[config.mk]
export PLATFORM = sky130hd
export DESIGN_NAME = sdram_powerup_seq
export DESIGN_NICKNAME = d
export VERILOG_FILES = /design/src/rtl/sdram_powerup_seq.sv
export SDC_FILE = /design/constraint.sdc
export NUM_CORES = 1
export LEC_CHECK = 0
export CAP_MARGIN = 15
export CORE_ASPECT_RATIO = 1.2
export CORE_MARGIN = 1
export CORE_UTILIZATION = 55
export DETAILED_ROUTE_END_ITERATION = 10
export DONT_BUFFER_PORTS = 1
export GPL_ROUTABILITY_DRIVEN = 0
export HOLD_SLACK_MARGIN = 0.05
export PLACE_DENSITY = 0.77
export SYNTH_ARGS = -nofsm -noshare
export SYNTH_HDL_FRONTEND = slang
export SYNTH_SLANG_ARGS = --single-unit
[constraint.sdc]
create_clock -name clk -period 2.1 [get_ports clk]
set_clock_uncertainty 0.1 [all_clocks]
set_input_delay 0.105 -clock clk [delete_from_list [all_inputs] [get_ports clk]]
set_output_delay 0.105 -clock clk [all_outputs]
set_load 0.01 [all_outputs]
[src/rtl/sdram_powerup_seq.sv]
module sdram_powerup_seq #(
  parameter int CLK_PS   = 10000,
  parameter int HOLD_NS  = 100000,
  parameter int TRP_NS   = 20,
  parameter int TRFC_NS  = 70,
  parameter int TMRD_CYC = 2,
  parameter int ADDR_W   = 12,
  parameter int BANK_W   = 2
) (
  input  logic              clk,
  input  logic              rst,
  input  logic [11:0]       mode_word,
  output logic              cke,
  output logic              cs_n,
  output logic              ras_n,
  output logic              cas_n,
  output logic              we_n,
  output logic [ADDR_W-1:0] addr,
  output logic [BANK_W-1:0] ba,
  output logic              done
);
  localparam int HOLD_RAW = (HOLD_NS * 1000 + CLK_PS - 1) / CLK_PS;
  localparam int TRP_RAW  = (TRP_NS * 1000 + CLK_PS - 1) / CLK_PS;
  localparam int TRFC_RAW = (TRFC_NS * 1000 + CLK_PS - 1) / CLK_PS;
  localparam int HOLD_CYC = (HOLD_RAW < 1) ? 1 : HOLD_RAW;
  localparam int TRP_CYC  = (TRP_RAW < 1) ? 1 : TRP_RAW;
  localparam int TRFC_CYC = (TRFC_RAW < 1) ? 1 : TRFC_RAW;
  localparam int MRD_CYC  = (TMRD_CYC < 1) ? 1 : TMRD_CYC;
  localparam int GAP_MAX  = (HOLD_CYC > TRFC_CYC) ? ((HOLD_CYC > TRP_CYC) ? HOLD_CYC : TRP_CYC)
                                                  : ((TRFC_CYC > TRP_CYC) ? TRFC_CYC : TRP_CYC);
  localparam int GAP_MAX2 = (GAP_MAX > MRD_CYC) ? GAP_MAX : MRD_CYC;
  localparam int CW       = $clog2(GAP_MAX2 + 1);

  localparam logic [3:0] C_NOP = 4'b0111;
  localparam logic [3:0] C_PRE = 4'b0010;
  localparam logic [3:0] C_REF = 4'b0001;
  localparam logic [3:0] C_LMR = 4'b0000;
  localparam logic [11:0] MODE_KEEP = 12'h27F;

  typedef enum logic [2:0] {W_PRE, W_REF1, W_REF2, W_LMR, W_FIN, FIN} phase_t;

  phase_t        phase;
  logic [CW-1:0] cnt;
  logic [CW-1:0] target;
  logic          fire;
  logic [3:0]    cmd;

  always_comb begin
    case (phase)
      W_PRE:          target = CW'(HOLD_CYC);
      W_REF1:         target = CW'(TRP_CYC);
      W_REF2, W_LMR:  target = CW'(TRFC_CYC);
      W_FIN:          target = CW'(MRD_CYC);
      default:        target = '0;
    endcase
  end

  assign fire = (phase != FIN) && (cnt == target);

  always_ff @(posedge clk) begin
    if (rst) begin
      phase <= W_PRE;
      cnt   <= '0;
      cke   <= 1'b0;
    end else begin
      cke <= 1'b1;
      if (fire) begin
        phase <= phase_t'(phase + 3'd1);
        cnt   <= CW'(1);
      end else if (phase != FIN) begin
        cnt <= cnt + 1'b1;
      end
    end
  end

  always_comb begin
    cmd  = C_NOP;
    addr = '0;
    if (fire) begin
      case (phase)
        W_PRE:  begin cmd = C_PRE; addr[10] = 1'b1; end
        W_REF1: cmd = C_REF;
        W_REF2: cmd = C_REF;
        W_LMR:  begin cmd = C_LMR; addr[11:0] = mode_word & MODE_KEEP; end
        default: cmd = C_NOP;
      endcase
    end
  end

  assign {cs_n, ras_n, cas_n, we_n} = cmd;
  assign ba   = '0;
  assign done = (phase == FIN) || (fire && phase == W_FIN);
endmodule


==> impl_metrics.toml <==
[routing]
drtPass1Iterations = 7
route.detailed.wl_per_inst_um = 15.95
wl_um = 2807
drt_iter0_markers = 25
drc = 7
dr_total_vias = 1072
ant_nets = 0
via_per_inst = 6.091

[worst_setup_path]
path_cells = "or4_4, o22ai_2, nand3_1, a211oi_2, buf_4, o221ai_2, buf_4"
cp_top_family = "simple AND/OR/NAND/NOR gates"
cpMostUsedCell = "buf_4"
r2r-start = "phase[1]"
r2r_cells = 11
crit_arrival_ns = 2.13
worst-r2r-setup-slack_ns = -0.17
critical-path-slowest-cell = "or4_4"
start_kind = "flop"
critical_path_buf_inv_count = 2
cp_max_fo = 7
worst_ep_required_time_ns = 1.89
end_kind = "output port"
path_class = "reg2out"
r2r_end = "cnt[0]"
critical-path-max-stage-delay_ns = 0.53

[cells_and_area]
nNetsFinal = 179
postLayoutCoreUtil_pct = 72.11
drive_gt1_share_pct = 25.48
antenna_cells = 0
area_growth_pct = 19.10
fin_cells = 176
postLayoutCellArea_um2 = 1365
n_fill_cell = 140

[yosys]
synth.avg_cell_area_um2 = 8.071
ys_seq_elements = 18
ys_seq_area_share_pct = 31.44
synth_edf_count = 0
syn_inst = 142
async_reset_ff_share_pct = 0
synth_top_area_share_pct = 31.44
synth_top_area_cell = "dfxtp_1"
ys_warn_count = 0
synth.distinct_cells = 33
synth_area_um2 = 1146
synthTopCellsByCount = "dfxtp_1, nor3_1, xor2_1, and3_1, nand2_1"
synth_area_leaders = "dfxtp_1, nor3_1, ha_1"
synth-main-ff-cell = "dfxtp_1"

[power_and_ir_drop]
powerDensity_nw_per_um2 = 443.7
leakage_nw = 0.5732
ir_worst_vdd_mv = 0.3753

[clocking]
clock-sinks = 18
insertion_delay_ns = 0.30
cts_max_level = 1
cts_tree = "yes"
clk_pin_slew_worst_paths_ns = 0.10
cts.path.max_buffers = 2
cts_root_buf = "clkbuf_4"
cts_made_buffers = 3

[floorplanning]
coreArea_um2 = 1893
dieArea_um2 = 2271
die_y_um = 52.01
io_pins = 34
initial_core_util_pct = 60.54
rows = 17
fp.dieW_um = 43.67

[timing]
hold_violations = 0
worst_slack_ns = -0.2366
slew_viol_final = 0
max_slew.worst_pin.slew_ns = 0.7085
finalWorstPathRequiredPeriod_ns = 2.337
grt_setup_unrepaired = "yes"
fin_setup_tns_ns = -4.095
period_share_pct = 111.3
clock.fmax_mhz = 428.0
setup_violations = 27
max-slew-margin-rel_pct = 52.61

[placed_design]
hpwlAfterDp_um = 1802
io_buffer_count = 0
placed_area_um2 = 1210
dp_cells = 165
post-place-ws_ns = 0.006105

[global_route]
grt_pass1_wl_um = 4409
grt_max_degree = 20
grt_usage_pct = 26.52
antenna_found_initial = 0
grt_pass1_vias = 964
gr-total-overflow = 0

[worst_hold_path]
min_path_cells = 1
hold_class = "in2out"
min-delay-start = "mode_word[6]"
whs_endpoint = "addr[6]"

[outcome]
violations = "design-rule violations, negative setup slack"
status = "finished, violations left"

[job]
drv_cap = 0
==> registers in the layout, indices dropped and copies added, names as in the netlist <==
register,cells
cnt,14
phase,3
cke,1
==> cell families (layout without fill, tap and decap cells) <==
family          Yosys count  after routing  synth area share, %
compound gates           14             14                8.625
xor+xnor                 13             13                9.935
fa+ha+maj                 7              7                7.642
buf+inv                  22             32                9.716
flops                    18             18                31.44
mux                       4              4                3.712
other cells               1              6               0.3272
simple gates             63             63                28.60
==> power breakdown <==
group	total, mW	internal (mW)	switching [mW]
Sequential	0.357	0.347	0.00958
Clock	0.217	0.106	0.112
Combinational	0.0313	0.0112	0.0201
Total	0.606	0.464	0.141
==> what timing repair did <==
| item | 4_1_cts | 5_1_grt |
|---|---|---|
| pin swaps | 5 | 2 |
| endpoints found under the hold margin | 18 | 0 |
| gates cloned | 1 | 0 |
| setup buffers | 5 | 0 |
| resized for setup | 14 | 4 |
| hold buffers | 1 | 0 |
| endpoints found under the setup margin | 15 | 30 |
==> per-stage QoR <==
| step | power [mW] | hold WS (ns) |
|---|---|---|
| after floorplan | 0.3968 | 0.2849 |
| after global placement | 0.3865 | 0.08738 |
| after detailed placement | 0.3892 | 0.08889 |
| after CTS | 0.6113 | 0.2869 |
| after global routing | 0.6263 | 0.2900 |
| final | 0.6056 | 0.2888 |
==> per-layer routing <==
layer | routed length [um] | GRT usage [%]
met1 | 1129 | 29.16
met5 | 0 | 0
met3 | 111 | 3.472
met2 | 1522 | 50.25
met4 | 43 | 9.896
==> final cells by class <==
type	instances	area, um^2	area share (%)
multi-input cells	107	747.0	54.72
clock buffers	4	36.28	2.658
well taps	19	23.77	1.742
repair buffers	21	168.9	12.37
flip-flops and latches	18	362.8	26.58
inverters	7	26.28	1.925
==> placed cells by master, fill, tap and decap left out, types with 3 or more instances in the layout <==
master    synthesis  final
a21oi_1           4      3
nor3_1           18     16
nand4_1           3      3
buf_4             7     17
nand2_1           9      9
dfxtp_1          18     16
clkbuf_4          0      3
nor2_1            8      8
o21ai_1           3      3
nand3_1           6      6
conb_1            1      6
ha_1              7      5
xnor2_1           3      3
xor2_1           10     10
nor4_1            3      3
and3_1            9      9
inv_1             6      4
==> worst max path at each step <==
stage              from        to  slack [ns]  cells after the start
2_1_floorplan  phase[1]  phase[0]       0.009                      9
6_report         cnt[9]     cas_n       -0.24                      7
3_5_place_dp   phase[0]  phase[2]       0.006                      8
5_1_grt          cnt[9]     cas_n       -0.31                      7
4_1_cts        phase[0]     cas_n       -0.15                      9
3_3_place_gp   phase[0]  phase[2]        0.07                      8
Note: power is estimated with default switching activity, not from simulation.
